[src/rtl/ptp_systime_pkg.sv]
package ptp_systime_pkg;
  localparam int unsigned ADDR_W = 3;
  localparam int unsigned DATA_W = 32;
  localparam int unsigned NS_W   = 32;

  localparam logic [ADDR_W-1:0] RA_CTRL     = 3'd0;
  localparam logic [ADDR_W-1:0] RA_INCR     = 3'd1;
  localparam logic [ADDR_W-1:0] RA_ADDEND   = 3'd2;
  localparam logic [ADDR_W-1:0] RA_UPD_SEC  = 3'd3;
  localparam logic [ADDR_W-1:0] RA_UPD_NS   = 3'd4;
  localparam logic [ADDR_W-1:0] RA_TIME_SEC = 3'd5;
  localparam logic [ADDR_W-1:0] RA_TIME_NS  = 3'd6;

  localparam int unsigned CB_DEC  = 4;
  localparam int unsigned CB_FINE = 5;

  localparam logic [NS_W:0] DEC_LIMIT = 33'd1_000_000_000;
  localparam logic [NS_W:0] BIN_LIMIT = 33'h0_8000_0000;

  typedef struct packed {
    logic load;
    logic offs;
    logic init;
  } cmd_t;
endpackage

[src/rtl/ptp_systime_regs.sv]
module ptp_systime_regs
  import ptp_systime_pkg::*;
#(
  parameter int unsigned SEC_W   = 32,
  parameter int unsigned ACC_W   = 32,
  parameter int unsigned INC_W   = 8,
  parameter int unsigned DEF_INC = 20
) (
  input  logic              clk,
  input  logic              rst_n,
  input  logic              wr_en,
  input  logic [ADDR_W-1:0] wr_addr,
  input  logic [DATA_W-1:0] wr_data,
  output cmd_t              cmd,
  output logic              dec_mode,
  output logic              fine_mode,
  output logic [INC_W-1:0]  incr,
  output logic [ACC_W-1:0]  addend,
  output logic [SEC_W-1:0]  upd_sec,
  output logic [NS_W-1:0]   upd_ns,
  output logic [DATA_W-1:0] ctrl_word
);
  cmd_t             cmd_q, cmd_n;
  logic             dec_q, dec_n, fine_q, fine_n;
  logic [INC_W-1:0] inc_q, inc_n;
  logic [ACC_W-1:0] add_q, add_n;
  logic [SEC_W-1:0] usec_q, usec_n;
  logic [NS_W-1:0]  uns_q, uns_n;
  logic             busy;

  assign busy = |cmd_q;

  always_comb begin
    cmd_n  = '0;
    dec_n  = dec_q;
    fine_n = fine_q;
    inc_n  = inc_q;
    add_n  = add_q;
    usec_n = usec_q;
    uns_n  = uns_q;
    if (wr_en) begin
      unique case (wr_addr)
        RA_CTRL: if (!busy) begin
          cmd_n  = cmd_t'(wr_data[2:0]);
          dec_n  = wr_data[CB_DEC];
          fine_n = wr_data[CB_FINE];
        end
        RA_INCR:    inc_n  = wr_data[INC_W-1:0];
        RA_ADDEND:  add_n  = wr_data[ACC_W-1:0];
        RA_UPD_SEC: usec_n = wr_data[SEC_W-1:0];
        RA_UPD_NS:  uns_n  = wr_data[NS_W-1:0];
        default: ;
      endcase
    end
  end

  always_ff @(posedge clk or negedge rst_n) begin
    if (!rst_n) begin
      cmd_q  <= '0;
      dec_q  <= 1'b1;
      fine_q <= 1'b1;
      inc_q  <= INC_W'(DEF_INC);
      add_q  <= '0;
      usec_q <= '0;
      uns_q  <= '0;
    end else begin
      cmd_q  <= cmd_n;
      dec_q  <= dec_n;
      fine_q <= fine_n;
      inc_q  <= inc_n;
      add_q  <= add_n;
      usec_q <= usec_n;
      uns_q  <= uns_n;
    end
  end

  assign cmd       = cmd_q;
  assign dec_mode  = dec_q;
  assign fine_mode = fine_q;
  assign incr      = inc_q;
  assign addend    = add_q;
  assign upd_sec   = usec_q;
  assign upd_ns    = uns_q;
  assign ctrl_word = DATA_W'({fine_q, dec_q, 1'b0, cmd_q.load, cmd_q.offs, cmd_q.init});

  // a command bit never survives the clock that executes it
  assert_cmd_selfclear_R11: assert property (@(posedge clk) disable iff (!rst_n)
    busy |=> !busy);

  // a control write arriving while busy leaves the modes untouched
  assert_busy_ignored_R12: assert property (@(posedge clk) disable iff (!rst_n)
    (busy && wr_en && wr_addr == RA_CTRL) |=> ($stable(dec_q) && $stable(fine_q) && !busy));
endmodule

[src/rtl/ptp_systime_tick.sv]
module ptp_systime_tick
  import ptp_systime_pkg::*;
#(
  parameter int unsigned ACC_W = 32
) (
  input  logic             clk,
  input  logic             rst_n,
  input  logic             fine_mode,
  input  logic             load,
  input  logic [ACC_W-1:0] addend_reg,
  output logic             tick
);
  logic [ACC_W-1:0] acc_q, acc_n;
  logic [ACC_W-1:0] act_q, act_n;
  logic [ACC_W:0]   sum;

  assign sum = {1'b0, acc_q} + {1'b0, act_q};

  always_comb begin
    acc_n = sum[ACC_W-1:0];
    act_n = load ? addend_reg : act_q;
  end

  always_ff @(posedge clk or negedge rst_n) begin
    if (!rst_n) begin
      acc_q <= '0;
      act_q <= '0;
    end else begin
      acc_q <= acc_n;
      act_q <= act_n;
    end
  end

  assign tick = fine_mode ? sum[ACC_W] : 1'b1;

  // the load command moves the programmed addend into the accumulator path
  assert_addend_load_R10: assert property (@(posedge clk) disable iff (!rst_n)
    load |=> (act_q == $past(addend_reg)));

  // with a zero active addend the fine-mode tick never fires
  assert_zero_addend_frozen_R2: assert property (@(posedge clk) disable iff (!rst_n)
    (fine_mode && act_q == '0) |-> !tick);
endmodule

[src/rtl/ptp_systime_core.sv]
module ptp_systime_core
  import ptp_systime_pkg::*;
#(
  parameter int unsigned SEC_W = 32,
  parameter int unsigned INC_W = 8
) (
  input  logic             clk,
  input  logic             rst_n,
  input  logic             tick,
  input  logic             dec_mode,
  input  cmd_t             cmd,
  input  logic [INC_W-1:0] incr,
  input  logic [SEC_W-1:0] upd_sec,
  input  logic [NS_W-1:0]  upd_ns,
  output logic [SEC_W-1:0] sec,
  output logic [NS_W-1:0]  ns
);
  logic [SEC_W-1:0] sec_q, sec_n;
  logic [NS_W-1:0]  ns_q, ns_n;
  logic [NS_W:0]    lim, tick_sum, ofs_sum;
  logic             ofs_ge, ofs_neg;

  assign lim      = dec_mode ? DEC_LIMIT : BIN_LIMIT;
  assign tick_sum = {1'b0, ns_q} + (NS_W+1)'(incr);
  assign ofs_sum  = {1'b0, ns_q} + {2'b00, upd_ns[NS_W-2:0]};
  assign ofs_ge   = (ofs_sum >= lim);
  assign ofs_neg  = upd_ns[NS_W-1];

  always_comb begin
    sec_n = sec_q;
    ns_n  = ns_q;
    if (cmd.init) begin
      sec_n = upd_sec;
      ns_n  = upd_ns;
    end else if (cmd.offs) begin
      ns_n  = ofs_ge ? NS_W'(ofs_sum - lim) : NS_W'(ofs_sum);
      sec_n = sec_q + upd_sec + SEC_W'(ofs_ge) - SEC_W'(ofs_neg);
    end else if (tick) begin
      if (tick_sum >= lim) begin
        ns_n  = NS_W'(tick_sum - lim);
        sec_n = sec_q + SEC_W'(1);
      end else begin
        ns_n  = NS_W'(tick_sum);
      end
    end
  end

  always_ff @(posedge clk or negedge rst_n) begin
    if (!rst_n) begin
      sec_q <= '0;
      ns_q  <= '0;
    end else begin
      sec_q <= sec_n;
      ns_q  <= ns_n;
    end
  end

  assign sec = sec_q;
  assign ns  = ns_q;

  // without a tick or a time command the time holds
  assert_hold_without_tick_R2: assert property (@(posedge clk) disable iff (!rst_n)
    (!tick && !cmd.init && !cmd.offs) |=> ($stable(sec_q) && $stable(ns_q)));

  // initialise copies the update registers
  assert_init_copy_R7: assert property (@(posedge clk) disable iff (!rst_n)
    cmd.init |=> (sec_q == $past(upd_sec) && ns_q == $past(upd_ns)));

  // decimal nanoseconds stay below one second while ticking
  assert_dec_range_R5: assert property (@(posedge clk) disable iff (!rst_n)
    (dec_mode && !cmd.init && !cmd.offs && ns_q < NS_W'(DEC_LIMIT)) |=> (ns_q < NS_W'(DEC_LIMIT)));

  // binary nanoseconds stay below 2^31 while ticking
  assert_bin_range_R6: assert property (@(posedge clk) disable iff (!rst_n)
    (!dec_mode && !cmd.init && !cmd.offs && !ns_q[NS_W-1]) |=> !ns_q[NS_W-1]);
endmodule

[src/rtl/ptp_systime.sv]
module ptp_systime
  import ptp_systime_pkg::*;
#(
  parameter int unsigned SEC_W    = 32,
  parameter int unsigned ACC_W    = 32,
  parameter int unsigned INC_W    = 8,
  parameter bit          ALT_TICK = 1'b0
) (
  input  logic              clk,
  input  logic              rst_n,
  input  logic              wr_en,
  input  logic [ADDR_W-1:0] wr_addr,
  input  logic [DATA_W-1:0] wr_data,
  input  logic              rd_en,
  input  logic [ADDR_W-1:0] rd_addr,
  output logic [DATA_W-1:0] rd_data
);
  localparam int unsigned DEF_INC = ALT_TICK ? 10 : 20;

  logic [1:0]       rst_sync_q;
  logic             rst_core_n;
  cmd_t             cmd;
  logic             dec_mode, fine_mode, tick;
  logic [INC_W-1:0] incr;
  logic [ACC_W-1:0] addend;
  logic [SEC_W-1:0] upd_sec, sys_sec;
  logic [NS_W-1:0]  upd_ns, sys_ns;
  logic [DATA_W-1:0] ctrl_word;
  logic [NS_W-1:0]  snap_q, snap_n;
  logic             snap_take;

  always_ff @(posedge clk or negedge rst_n) begin
    if (!rst_n) rst_sync_q <= 2'b00;
    else        rst_sync_q <= {rst_sync_q[0], 1'b1};
  end
  assign rst_core_n = rst_sync_q[1];

  ptp_systime_regs #(.SEC_W(SEC_W), .ACC_W(ACC_W), .INC_W(INC_W), .DEF_INC(DEF_INC)) regs_i (
    .clk(clk), .rst_n(rst_core_n), .wr_en(wr_en), .wr_addr(wr_addr), .wr_data(wr_data),
    .cmd(cmd), .dec_mode(dec_mode), .fine_mode(fine_mode), .incr(incr), .addend(addend),
    .upd_sec(upd_sec), .upd_ns(upd_ns), .ctrl_word(ctrl_word));

  ptp_systime_tick #(.ACC_W(ACC_W)) tick_i (
    .clk(clk), .rst_n(rst_core_n), .fine_mode(fine_mode), .load(cmd.load),
    .addend_reg(addend), .tick(tick));

  ptp_systime_core #(.SEC_W(SEC_W), .INC_W(INC_W)) core_i (
    .clk(clk), .rst_n(rst_core_n), .tick(tick), .dec_mode(dec_mode), .cmd(cmd),
    .incr(incr), .upd_sec(upd_sec), .upd_ns(upd_ns), .sec(sys_sec), .ns(sys_ns));

  assign snap_take = rd_en && (rd_addr == RA_TIME_SEC);

  always_comb begin
    snap_n = snap_take ? sys_ns : snap_q;
  end

  always_ff @(posedge clk or negedge rst_core_n) begin
    if (!rst_core_n) snap_q <= '0;
    else             snap_q <= snap_n;
  end

  always_comb begin
    unique case (rd_addr)
      RA_CTRL:     rd_data = ctrl_word;
      RA_INCR:     rd_data = DATA_W'(incr);
      RA_ADDEND:   rd_data = DATA_W'(addend);
      RA_UPD_SEC:  rd_data = DATA_W'(upd_sec);
      RA_UPD_NS:   rd_data = DATA_W'(upd_ns);
      RA_TIME_SEC: rd_data = DATA_W'(sys_sec);
      RA_TIME_NS:  rd_data = DATA_W'(snap_q);
      default:     rd_data = '0;
    endcase
  end

  // a seconds read captures the nanoseconds of the same instant
  assert_snapshot_coherent_R13: assert property (@(posedge clk) disable iff (!rst_core_n)
    snap_take |=> (snap_q == $past(sys_ns)));
endmodule

[config.mk]
export PLATFORM = sky130hd
export DESIGN_NAME = ptp_systime
export DESIGN_NICKNAME = d
export VERILOG_FILES = /design/src/rtl/ptp_systime_pkg.sv /design/src/rtl/ptp_systime_regs.sv /design/src/rtl/ptp_systime_tick.sv /design/src/rtl/ptp_systime_core.sv /design/src/rtl/ptp_systime.sv
export SDC_FILE = /design/constraint.sdc
export NUM_CORES = 1
export LEC_CHECK = 0
export BUFFER_PORTS_ARGS = -buffer_cell sky130_fd_sc_hd__buf_2
export CAP_MARGIN = 20
export CORE_MARGIN = 2
export CORE_UTILIZATION = 60
export CTS_CLUSTER_DIAMETER = 40
export DETAILED_ROUTE_END_ITERATION = 10
export PLACE_DENSITY = 0.75
export SKIP_LAST_GASP = 1
export SYNTH_ARGS = -nofsm -noshare
export SYNTH_HDL_FRONTEND = slang
export SYNTH_SLANG_ARGS = --single-unit
[constraint.sdc]
create_clock -name clk -period 13.9 [get_ports clk]
set_input_delay 2.78 -clock clk [delete_from_list [all_inputs] [get_ports clk]]
set_output_delay 2.78 -clock clk [all_outputs]
set_load 0.01 [all_outputs]
==> flow_summary.json <==
{
  "end_kind": "flip-flop",
  "track_usage_pct": 35.40,
  "hold_ws_ps": 359.1,
  "slew_headroom_pct": 32.58,
  "synth_top_family_by_area": "compound AO/OA/AOI/OAI gates",
  "path_max_fanout": 14,
  "finish.instance_area_um2": 23790,
  "synth.area.mux_share_pct": 11.37,
  "synth_fa_ha_area_share_pct": 9.951,
  "synth_seq_cells": 271,
  "power_leakage_nw": 10.80,
  "drive_above_1_share_pct": 16.63,
  "slowest_stage": "nor2_1",
  "finalSetupTns_ps": 0,
  "place_congestion": 0.9877,
  "holdBufCountCts": 0,
  "crit_arrival_ps": 9910,
  "h-tree-depth": 2,
  "area_delta_synth_final_pct": 10.64,
  "synth_top_area_cell": "dfrtp_1",
  "start_util_pct": 60.75,
  "ant_nets": 0,
  "num_vias": 19007,
  "final_nets": 2609,
  "wl_per_cell_um": 23.23,
  "synthTopCellsByArea": "dfrtp_1 31%, ha_1 9.5%, mux2_2 8.9%",
  "synth_area_um2": 21500,
  "synth_async_sr_flop_share_pct": 100.0,
  "synth_xor_area_share_pct": 6.558,
  "clock_skew_ps": 23.38,
  "drc": 0,
  "clkSinkCount": 271,
  "cts_root_buf": "clkbuf_16",
  "dpl-instance-area_um2": 22230,
  "synth-edff-count": 0,
  "max_freq_ghz": 0.1054,
  "ys_warn_count": 0,
  "die_y_um": 193.3,
  "clk_latency_ps": 570,
  "tightest_slew_ps": 1008,
  "cts_resized": 0,
  "synth.most_common_cell": "dfrtp_1",
  "cts_tree": "done",
  "cellPowerDensity_nw_per_um2": 284.5,
  "dpl.hpwl_um": 48840,
  "synth_compound_area_share_pct": 21.65,
  "avgSynthCellArea_um2": 9.123,
  "rsz0062_at_grt": "no",
  "core_um2": 35400,
  "die_area_um2": 37370,
  "grt_pass1_wl_um": 104900,
  "postCtsSetupRepairBufs": 0,
  "overflow": 0,
  "drt-initial-drc-count": 1638,
  "finalHoldViolCount": 0,
  "status": "finished, final reports clean",
  "die-width_um": 193.3,
  "antenna_found_initial": 0,
  "path_clk_slew_ps": 60,
  "setup_slack_ps": 4414,
  "slew_violations": 0,
  "row_count": 69,
  "setup_violations": 0,
  "ir_worst_vdd_mv": 0.1684,
  "path_buf_inv": 1,
  "firstDrtPassIters": 5,
  "grt_max_degree": 81,
  "dp_slack_ps": 4601,
  "yosys.area_share.simple_pct": 13.83,
  "slowest_delay_ps": 810,
  "crit_family": "compound AO/OA/AOI/OAI gates",
  "clockBufferDepth": 3,
  "grt_pass1_vias": 18740,
  "diodes": 0,
  "crit_type": "reg -> reg",
  "hold_class": "reg -> reg",
  "synth_top_area_share_pct": 31.07,
  "power.total_mw": 6.767,
  "period_needed_ps": 9486,
  "critPathRequiredTime_ps": 14320,
  "io_buffers": 73,
  "ys.flop_type": "dfrtp_1",
  "ioPinCount": 74,
  "synth_cells": 2357,
  "wirelength_um": 67170,
  "yosysUniqueCellTypes": 102,
  "ys_top_cells_by_count": "267 x dfrtp_1, 172 x inv_1, 170 x nor2_1, 169 x mux2_2, 163 x ha_1",
  "cts-buffers-inserted": 43,
  "drv_cap": 0,
  "seq_area_frac_synth_pct": 31.56,
  "syn_nets": 2567,
  "vias_per_cell": 6.575,
  "cp-start-kind": "flip-flop",
  "fin_crit_sh_pct": 68.24
}
report_power, final:
part / internal [mW] / switching [mW] / leakage (nW)
Clock: 0.674 / 0.411 / 0.713
Sequential: 1.07 / 0.312 / 3.21
Combinational: 1.71 / 2.59 / 6.87
Total: 3.46 / 3.31 / 10.8
kinds of logic (layout without fill, tap and decap cells):
logic type,after synthesis,count (layout)
buffers and inverters,279,352
AO/OA/AOI/OAI,662,662
other,1,1
AND/OR/NAND/NOR,597,597
flip-flops,271,271
multiplexers,218,218
adder cells (fa/ha/maj),168,168
XOR/XNOR,161,161
per-stage QoR:
step | utilization (%) | std cells
after CTS | 66.89 | 2886
after detailed placement | 62.81 | 2810
after floorplan | - | 2357
after global routing | 67.21 | 2891
final | 67.21 | 2891
after global placement | 62.81 | 2810
per-layer routing:
layer	global-route usage, %	vias to the layer above	wire (um)
li1	-	8736	-
met1	46.53	9241	27780
met2	57.30	870	30920
met3	5.108	160	5063
met4	17.76	0	3414
met5	0	-	0
layout make-up:
cell class              count  area (um^2)
clock buffers              54         1197
well taps                 461        576.8
multi-input cells        1807        13660
flip-flops and latches    271         6793
repair buffers            102        660.6
fillers                  2842        11610
clock inverters            22        246.5
inverters                 174        653.1
cells in the final DEF, fill, tap and decap left out, types with 14 or more instances in the layout:
master / netlist / layout
o211ai_1: 23 / 23
ha_1: 163 / 163
dfrtp_1: 267 / 264
nor3_1: 42 / 41
clkbuf_16: 0 / 43
buf_2: 9 / 73
o21ai_1: 14 / 14
a221o_1: 24 / 24
a21o_1: 51 / 50
mux2_2: 169 / 169
a31oi_1: 17 / 17
nor4_1: 16 / 16
nand3_1: 56 / 54
a22o_1: 26 / 26
o31ai_1: 15 / 15
and2_1: 16 / 16
and3_1: 28 / 28
inv_1: 172 / 172
a211oi_1: 64 / 64
nor2_1: 170 / 169
o21a_1: 31 / 31
nand2_1: 130 / 130
buf_4: 4 / 24
nand2b_1: 23 / 23
o21ai_0: 92 / 92
xnor2_1: 106 / 106
mux2i_1: 44 / 44
xor2_1: 55 / 55
a21oi_1: 156 / 156
nand4_1: 21 / 21
nor2b_1: 30 / 27
final timing paths:
| kind | depth (start not counted) | endpoint | startpoint | slack [ps] |
|---|---|---|---|---|
| max | 33 | core_i.sec[30]$_DFFE_PN0P_ | core_i.ns[18]$_DFFE_PN0P_ | 4410 |
| min | 0 | rst_sync_q[1]$_DFF_PN0_ | rst_sync_q[0]$_DFF_PN0_ | 360 |
| max reg2reg | 33 | core_i.sec[30]$_DFFE_PN0P_ | core_i.ns[18]$_DFFE_PN0P_ | 4410 |
| min reg2reg | 0 | rst_sync_q[1]$_DFF_PN0_ | rst_sync_q[0]$_DFF_PN0_ | 360 |
| max in group asynchronous | 1 | rst_sync_q[1]$_DFF_PN0_ | rst_n | 11790 |
| min in group asynchronous | 0 | tick_i.acc_q[0]$_DFF_PN0_ | rst_sync_q[1]$_DFF_PN0_ | 370 |
Power figures use the tool's default switching activity.
